$ cat src/rtl/usb_tok_pkg.sv
package usb_tok_pkg;
    localparam int EP_W  = 4;
    localparam int SEL_W = 3;

    typedef enum logic [SEL_W-1:0] {
        TK_NONE  = 3'd0,
        TK_SETUP = 3'd1,
        TK_IN    = 3'd2,
        TK_OUT   = 3'd3,
        TK_SOF   = 3'd4
    } tok_kind_e;

    // Packed so that the field order matches the software-visible byte
    typedef struct packed {
        logic             tgl;
        tok_kind_e        sel;
        logic [EP_W-1:0]  ep;
    } tok_cmd_t;

    function automatic logic kind_ok(input logic [SEL_W-1:0] v);
        return (v != 3'd0) && (v <= 3'd4);
    endfunction
endpackage

$ cat src/rtl/usb_tok_holdoff.sv
module usb_tok_holdoff #(
    parameter int HOLD = 3
) (
    input  logic clk,
    input  logic rst_n,
    input  logic load,
    input  logic bit_en,
    output logic ready
);
    localparam int CW = $clog2(HOLD + 1);

    logic [CW-1:0] cnt_d, cnt_q;

    always_comb begin
        cnt_d = cnt_q;
        if (load)
            cnt_d = CW'(HOLD);
        else if (bit_en && cnt_q != '0)
            cnt_d = cnt_q - 1'b1;
    end

    always_ff @(posedge clk or negedge rst_n) begin
        if (!rst_n) cnt_q <= '0;
        else        cnt_q <= cnt_d;
    end

    assign ready = (cnt_q == '0);

    AST_GUARD_AFTER_DONE: assert property (@(posedge clk) disable iff (!rst_n)
        load |=> !ready);
endmodule

$ cat src/rtl/usb_tok_irq.sv
module usb_tok_irq (
    input  logic clk,
    input  logic rst_n,
    input  logic set,
    input  logic clr,
    input  logic en,
    output logic flag,
    output logic irq
);
    logic flag_d, flag_q;

    always_comb begin
        flag_d = (flag_q & ~clr) | set;
    end

    always_ff @(posedge clk or negedge rst_n) begin
        if (!rst_n) flag_q <= 1'b0;
        else        flag_q <= flag_d;
    end

    assign flag = flag_q;
    assign irq  = flag_q & en;

    AST_SET_WINS: assert property (@(posedge clk) disable iff (!rst_n)
        set |=> flag);
    AST_CLR_DROPS: assert property (@(posedge clk) disable iff (!rst_n)
        (clr && !set) |=> !flag);
endmodule

$ cat src/rtl/usb_tok_ctrl.sv
module usb_tok_ctrl
    import usb_tok_pkg::*;
#(
    parameter int HOLD_BITS = 3
) (
    input  logic        clk,
    input  logic        rst_n,
    input  logic        soft_rst,
    input  logic        host_mode,
    input  logic        link_up,
    input  logic        bit_en,
    input  logic        wr_en,
    input  logic [7:0]  wr_data,
    input  logic        irq_clr,
    input  logic        irq_en,
    input  logic        eng_done,
    input  logic        rx_valid,
    input  logic        rx_tgl,
    output logic        tok_req,
    output logic [2:0]  tok_kind,
    output logic [3:0]  tok_ep,
    output logic        tok_tgl,
    output logic        rx_tgl_err,
    output logic [7:0]  cmd_rd,
    output logic        cmp_flag,
    output logic        cmp_irq
);
    tok_cmd_t cmd_d, cmd_q;
    logic     busy, ready, done;

    assign busy = (cmd_q.sel != TK_NONE);
    assign done = tok_req & eng_done & ~soft_rst;

    always_comb begin
        cmd_d = cmd_q;
        if (soft_rst) begin
            cmd_d = '0;
        end else if (busy) begin
            if (done) cmd_d.sel = TK_NONE;
        end else if (wr_en) begin
            cmd_d.tgl = wr_data[7];
            cmd_d.ep  = wr_data[EP_W-1:0];
            if (host_mode && link_up && kind_ok(wr_data[6:4]))
                cmd_d.sel = tok_kind_e'(wr_data[6:4]);
        end
    end

    always_ff @(posedge clk or negedge rst_n) begin
        if (!rst_n) cmd_q <= '0;
        else        cmd_q <= cmd_d;
    end

    usb_tok_holdoff #(.HOLD(HOLD_BITS)) u_guard (
        .clk    (clk),
        .rst_n  (rst_n),
        .load   (done),
        .bit_en (bit_en),
        .ready  (ready)
    );

    usb_tok_irq u_irq (
        .clk   (clk),
        .rst_n (rst_n),
        .set   (done),
        .clr   (irq_clr),
        .en    (irq_en),
        .flag  (cmp_flag),
        .irq   (cmp_irq)
    );

    assign tok_req    = busy & ready;
    assign tok_kind   = tok_req ? cmd_q.sel : TK_NONE;
    assign tok_ep     = (cmd_q.sel == TK_SOF) ? '0 : cmd_q.ep;
    assign tok_tgl    = (cmd_q.sel == TK_SOF) ? 1'b0 : cmd_q.tgl;
    assign rx_tgl_err = rx_valid & (rx_tgl ^ cmd_q.tgl);
    assign cmd_rd     = cmd_q;

    AST_KIND_CLEARS: assert property (@(posedge clk) disable iff (!rst_n)
        (tok_req && eng_done && !soft_rst) |=> (cmd_rd[6:4] == 3'd0));
    AST_TGL_FROZEN: assert property (@(posedge clk) disable iff (!rst_n)
        (busy && !soft_rst) |=> $stable(cmd_rd[7]));
    AST_HOST_GATE: assert property (@(posedge clk) disable iff (!rst_n)
        (!busy && wr_en && !(host_mode && link_up)) |=> (cmd_rd[6:4] == 3'd0));
    AST_SOFT_CLEAR: assert property (@(posedge clk) disable iff (!rst_n)
        soft_rst |=> (cmd_rd == 8'h00));
endmodule

$ cat config.mk
export PLATFORM = sky130hd
export DESIGN_NAME = usb_tok_ctrl
export DESIGN_NICKNAME = d
export VERILOG_FILES = /design/src/rtl/usb_tok_pkg.sv /design/src/rtl/usb_tok_holdoff.sv /design/src/rtl/usb_tok_irq.sv /design/src/rtl/usb_tok_ctrl.sv
export SDC_FILE = /design/constraint.sdc
export NUM_CORES = 1
export LEC_CHECK = 0
export BUFFER_PORTS_ARGS = -buffer_cell sky130_fd_sc_hd__buf_2
export CAP_MARGIN = 20
export CORE_MARGIN = 2
export CORE_UTILIZATION = 45
export CTS_CLUSTER_SIZE = 20
export DETAILED_ROUTE_END_ITERATION = 7
export MAX_ROUTING_LAYER = met4
export PLACE_DENSITY = 0.82
export SYNTH_ARGS = -nofsm -noshare
export SYNTH_HDL_FRONTEND = slang
export SYNTH_HIERARCHICAL = 1
export SYNTH_SLANG_ARGS = --single-unit
$ cat constraint.sdc
create_clock -name clk -period 4.59 [get_ports clk]
set_clock_uncertainty 0.15 [all_clocks]
set_input_delay 0 -clock clk [delete_from_list [all_inputs] [get_ports clk]]
set_output_delay 0 -clock clk [all_outputs]
set_load 0.005 [all_outputs]
==> results of run 1 <==
==> flip-flops by register name (all words and copies together), names as in the netlist <==
signal and cells:
u_guard/cnt_q 2, u_irq/flag 1, cmd_rd 8
==> where the power goes <==
group / internal [W] / switching (W) / total (W) / leakage [nW]
clock network: 0.0000336 / 0.0000338 / 0.0000675 / 0.0150
logic: 0.0000601 / 0.0000421 / 0.000102 / 0.486
registers: 0.000110 / 0.00000900 / 0.000119 / 0.145
total: 0.000204 / 0.0000849 / 0.000288 / 0.646
==> layout by cell type, fill, tap and decap left out, types with 4 or more instances in the layout <==
| master | synthesis | layout |
|---|---|---|
| inv_1 | 4 | 4 |
| mux2i_1 | 7 | 7 |
| nor2b_1 | 6 | 6 |
| and2_1 | 4 | 4 |
| nor2_1 | 7 | 7 |
| dfrtp_1 | 11 | 11 |
| dlygate4sd3_1 | 0 | 16 |
| buf_2 | 0 | 39 |
==> layer usage <==
metal	global-route usage, %	part of all wire [%]
met3	1.28	5.1
met1	22.3	41
met5	-	0
met2	37.6	54
met4	5.45	0
==> worst paths after layout <==
kind | start | endpoint | slack (ns) | depth (start not counted)
setup reg to reg | cmd_rd[5]$_DFFE_PN0P_ | cmd_rd[3]$_DFFE_PN0P_ | 2.43 | 4
setup / recovery | cmd_rd[5]$_DFFE_PN0P_ | cmd_rd[3]$_DFFE_PN0P_ | 2.43 | 4
min in group clk | eng_done | u_irq/flag$_DFF_PN0_ | 0.03 | 3
hold / removal | rst_n | cmd_rd[6]$_DFFE_PN0P_ | -0.003 | 2
hold reg to reg | u_irq/flag$_DFF_PN0_ | u_irq/flag$_DFF_PN0_ | 0.34 | 1
max in group asynchronous | rst_n | cmd_rd[1]$_DFFE_PN0P_ | 4.08 | 2
==> repair_timing <==
item                                   CTS  global route
endpoints found under the hold margin   22             0
hold buffers                            16             0
buffers inserted                         0             0
==> kinds of logic after synthesis <==
| group | share of synthesized area [%] |
|---|---|
| AOI/OAI and AO/OA | 4.39 |
| xor gates and xnor gates | 1.28 |
| adders and majority gates | 1.83 |
| buffers and inverters | 3.85 |
| DFF | 40.3 |
| muxes | 15.2 |
| and+or+nand+nor | 33.2 |
==> worst reg2reg max path: stages (launching register included) <==
cell	delay, ns
dfrtp_1	0.49
nor4b_4	0.54
mux2i_1	0.24
nor2_1	0.06
dlygate4sd3_1	0.56
==> metrics by stage <==
step / setup slack (ns) / instance area [um2] / hold WS (ns) / utilization (%) / total power [W]
6_report: 2.43 / 1070 / -0.00267 / 73.0 / 0.000288
5_1_grt: 2.33 / 1070 / 0.0132 / 73.0 / 0.000309
4_1_cts: 2.42 / 1070 / 0.00403 / 73.0 / 0.000291
3_5_place_dp: 2.85 / 887 / -0.264 / 60.3 / 0.000213
3_3_place_gp: 2.88 / 887 / -0.270 / 60.3 / 0.000207
2_1_floorplan: 2.95 / 683 / -0.446 / - / 0.000184
==> area by class of cell <==
cell class / instances / share of cell area (%)
Tap cell: 16 / 1.86
Inverter: 4 / 1.40
Timing Repair Buffer: 55 / 33.1
Clock buffer: 4 / 2.45
Multi-Input combinational cell: 46 / 35.5
Sequential cell: 11 / 25.6
==> impl_metrics.ini, run 1 <==
[run_status]
outcome = complete, but fails checks
violations = negative hold slack

[synthesis]
synth_area_um2 = 683
synthArstFlopShare_pct = 100
yosys-top-cells-count = dfrtp_1 (11), mux2i_1 (7), nor2_1 (7)
synth_top_area_cell = dfrtp_1
netlist.area_leader.share_pct = 40.3
synth_cell_types = 23
avgSynthCellArea_um2 = 11.0
yosysSeqAreaShare_pct = 40.3
syn_nets = 83
synth.most_common_cell = dfrtp_1
synth_flop_cell = dfrtp_1
ys_warn_count = 6
synth-edff-count = 0
synth_cells = 62
synth-seq-cells = 11
synth.area.top_cells = dfrtp_1 (40%), mux2i_1 (10%), nor2b_1 (5.5%), mux2_1 (4.9%), nor2_1 (3.8%)

[global_routing]
grt_pass1_vias = 692
overflow = 0
grt_first_pass_wirelength_um = 2730
grt_usage_pct = 19.9
antenna_found_initial = 0
grt_max_degree = 12

[finish]
stdcell_count = 136
multi_input_area_um2 = 382
syn_to_final_growth_pct = 57.1
fill_cells = 118
drive_above_1_share_pct = 40.0
seq_area_um2 = 275
nets = 142
diodes = 0

[sta]
rsz0062_at_grt = false
whs_ns = -0.00267
worst_pin_slew_ns = 0.571
hold_viol = 7
slew_headroom_pct = 61.8
drv_slew = 0
setup_viol_count_final = 0
min_period_ns = 2.16
tns_ns = 0
fin_crit_sh_pct = 47.0
fmax_mhz = 463

[min_path]
hp-class = input port to async pin

[die]
coreArea_um2 = 1470
die_w_um = 43.0
ios = 40
fp-row-count = 14
initial_core_util_pct = 46.4
fp.dieArea_um2 = 1850
die_y_um = 43.0

[routing]
routed_via_density = 4.98
num_vias = 677
wl_um = 1670
dr.pass1.iters = 4
wire_per_inst_um = 12.3
drc = 0
drt_iter0_drc = 7
antenna_left = 0

[clock_tree]
cts_tree = built
clk_pin_slew_ns = 0.07
cts-root-buf = clkbuf_4
cts_inserted_buffers = 3
cts_sinks = 11
cts.htree.levels = 1
cts_buffer_depth = 2
ctsResizeCount = 0
insertion_delay_ns = 0.27

[critical_path]
cp.required_ns = 4.59
critPathBufInv = 1
max_stage_delay_ns = 0.56
crit_path_end_kind = flop
start_kind = flop
cp_cell_sequence = nor4b_4 > mux2i_1 > nor2_1 > dlygate4sd3_1
crit_path_top_delay_cell = dlygate4sd3_1
crit_family = simple AND/OR/NAND/NOR gates
arrival_ns = 2.16
cp_max_fo = 7
critPathKind = flop to flop

[pwr]
cellPowerDensity_nw_per_um2 = 269
p_leak_nw = 0.646
peakVddDrop_mv = 0.177

[place]
gp_congestion = 0.718
dp_cells = 116
portBuffers = 39

[flow_run]
maxCapViolCount = 0
Note: power is estimated with default switching activity, not from simulation.
==> run 2, diff against run 1 <==
--- a/config.mk
+++ b/config.mk
@@ -8,11 +8,11 @@
 export BUFFER_PORTS_ARGS = -buffer_cell sky130_fd_sc_hd__buf_2
 export CAP_MARGIN = 20
 export CORE_MARGIN = 2
-export CORE_UTILIZATION = 45
+export CORE_UTILIZATION = 38
 export CTS_CLUSTER_SIZE = 20
 export DETAILED_ROUTE_END_ITERATION = 7
 export MAX_ROUTING_LAYER = met4
-export PLACE_DENSITY = 0.82
+export PLACE_DENSITY = 0.74
 export SYNTH_ARGS = -nofsm -noshare
 export SYNTH_HDL_FRONTEND = slang
 export SYNTH_HIERARCHICAL = 1
==> constraint.sdc (replaced) <==
create_clock -name clk -period 1.9 [get_ports clk]
set_clock_uncertainty 0.15 [all_clocks]
set_input_delay 0 -clock clk [delete_from_list [all_inputs] [get_ports clk]]
set_output_delay 0 -clock clk [all_outputs]
set_load 0.005 [all_outputs]
==> run 2 against run 1 <==
  * The run now ends clean
  * Non-clock buffer count decreased by 3
  * Utilization decreased by 11 points
  * Cell area decreased by 1.7%
  * Global-route usage decreased by 3.0 points
  * Die area increased by 17%
  * Via count decreased by 4.6%
  * Combinational power increased by 140%
  * Clock power increased by 130%
  * Routed wire length decreased by 5.7%
  * Sequential share of layout area increased by 0.46 points
  * Hold slack improved by 0.053 ns
  * Cell count increased by 4.4%
  * Highest routed layer is now met4
==> impl_metrics.ini, run 2 (same netlist as run 1, synthesis figures left out) <==
[global_routing]
overflow = 0
grt_first_pass_wirelength_um = 2440
grt_max_degree = 12
antenna_found_initial = 0
grt_pass1_vias = 585
grt_usage_pct = 16.9

[critical_path]
cp_max_fo = 7
cp.required_ns = 1.90
critPathKind = flop to flop
start_kind = flop
crit_path_end_kind = flop
arrival_ns = 1.71

[die]
fp-row-count = 15
ios = 40
die_w_um = 46.4
initial_core_util_pct = 40.0
die_y_um = 46.4
fp.dieArea_um2 = 2150
coreArea_um2 = 1710

[sta]
hold_viol = 0
rsz0062_at_grt = false
worst_pin_slew_ns = 0.562
setup_viol_count_final = 0
min_period_ns = 1.72
tns_ns = 0
fin_crit_sh_pct = 90.3
drv_slew = 0
slew_headroom_pct = 62.5
fmax_mhz = 583

[pwr]
cellPowerDensity_nw_per_um2 = 650
peakVddDrop_mv = 0.402
p_leak_nw = 0.624

[routing]
dr.pass1.iters = 4
wire_per_inst_um = 11.1
wl_um = 1580
routed_via_density = 4.55
drc = 0
drt_iter0_drc = 1
antenna_left = 0
num_vias = 646

[flow_run]
maxCapViolCount = 0

[finish]
mostFrequentLayoutCell = buf_2
drive_above_1_share_pct = 41.0
final_cell_mix = buf_2 (39), dlygate4sd3_1 (13), dfrtp_1 (11)
fill_cells = 141
syn_to_final_growth_pct = 54.4
fin_area_um2 = 1050
diodes = 0
largest_reg_flops = 8
nets = 139

[clock_tree]
cts_inserted_buffers = 3
cts-root-buf = clkbuf_4
cts.htree.levels = 1
cts_tree = built
cts_sinks = 11
cts_buffer_depth = 2
clk_pin_slew_ns = 0.07
cts_setup_buffers = 0
insertion_delay_ns = 0.26

[place]
portBuffers = 39
gp_congestion = 0.713
placed_area_um2 = 898
dp_hpwl_um = 1160

[min_path]
hp-class = input port to flop

[run_status]
outcome = finished, final reports clean
[run 2: timing repair]
action,4_1_cts,5_1_grt
gates resized for setup,0,0
endpoints found under the hold margin,22,0
hold buffers,13,0
[run 2: final timing paths]
kind                       cells after the start                      endpoint             startpoint  slack (ns)
setup reg to reg                               5  u_guard/cnt_q[0]$_DFFE_PN0P_  cmd_rd[5]$_DFFE_PN0P_        0.18
max in group asynchronous                      3         cmd_rd[7]$_DFFE_PN0P_                  rst_n        0.62
hold reg to reg                                1          u_irq/flag$_DFF_PN0_   u_irq/flag$_DFF_PN0_        0.35
hold / removal                                 4         cmd_rd[6]$_DFFE_PN0P_                  wr_en        0.05
min in group asynchronous                      3         cmd_rd[2]$_DFFE_PN0P_                  rst_n        0.64
setup / recovery                               5  u_guard/cnt_q[0]$_DFFE_PN0P_  cmd_rd[5]$_DFFE_PN0P_        0.18
[run 2: layout make-up]
type,instances,area (um2),share of cell area [%]
Tap cell,25,31.3,2.97
Timing Repair Buffer,52,325,30.8
Multi-Input combinational cell,46,382,36.2
Clock buffer,4,26.3,2.49
Sequential cell,11,275,26.1
Inverter,4,15.0,1.42
[run 2: metal layers]
metal	global-route usage [%]	share of wire [%]
met1	18.1	38
met2	28.9	54
met3	5.88	5.3
met4	5.14	2.4
met5	-	0
[run 2: worst max-delay path, cell delays in order, from the launching register on]
cell and delay [ns]:
dfrtp_1 0.48, nor3_1 0.33, nor2b_1 0.10, and3b_1 0.24, and2b_4 0.25, mux2i_1 0.06
[run 2: power by group]
group | switching (W) | total, W | internal (W)
Sequential | 0.0000248 | 0.000290 | 0.000266
Combinational | 0.0000999 | 0.000241 | 0.000141
Clock | 0.0000732 | 0.000154 | 0.0000812
[run 2: metrics by stage]
stage	setup slack, ns	util, %	instances	hold slack [ns]	power (W)
floorplan	0.257	-	62	-0.446	0.000445
global placement	0.250	52.6	125	-0.273	0.000505
detailed placement	0.177	52.6	125	-0.269	0.000517
CTS	0.164	61.8	142	0.0468	0.000696
global route	0.0597	61.8	142	0.0544	0.000736
finish	0.184	61.8	142	0.0508	0.000686
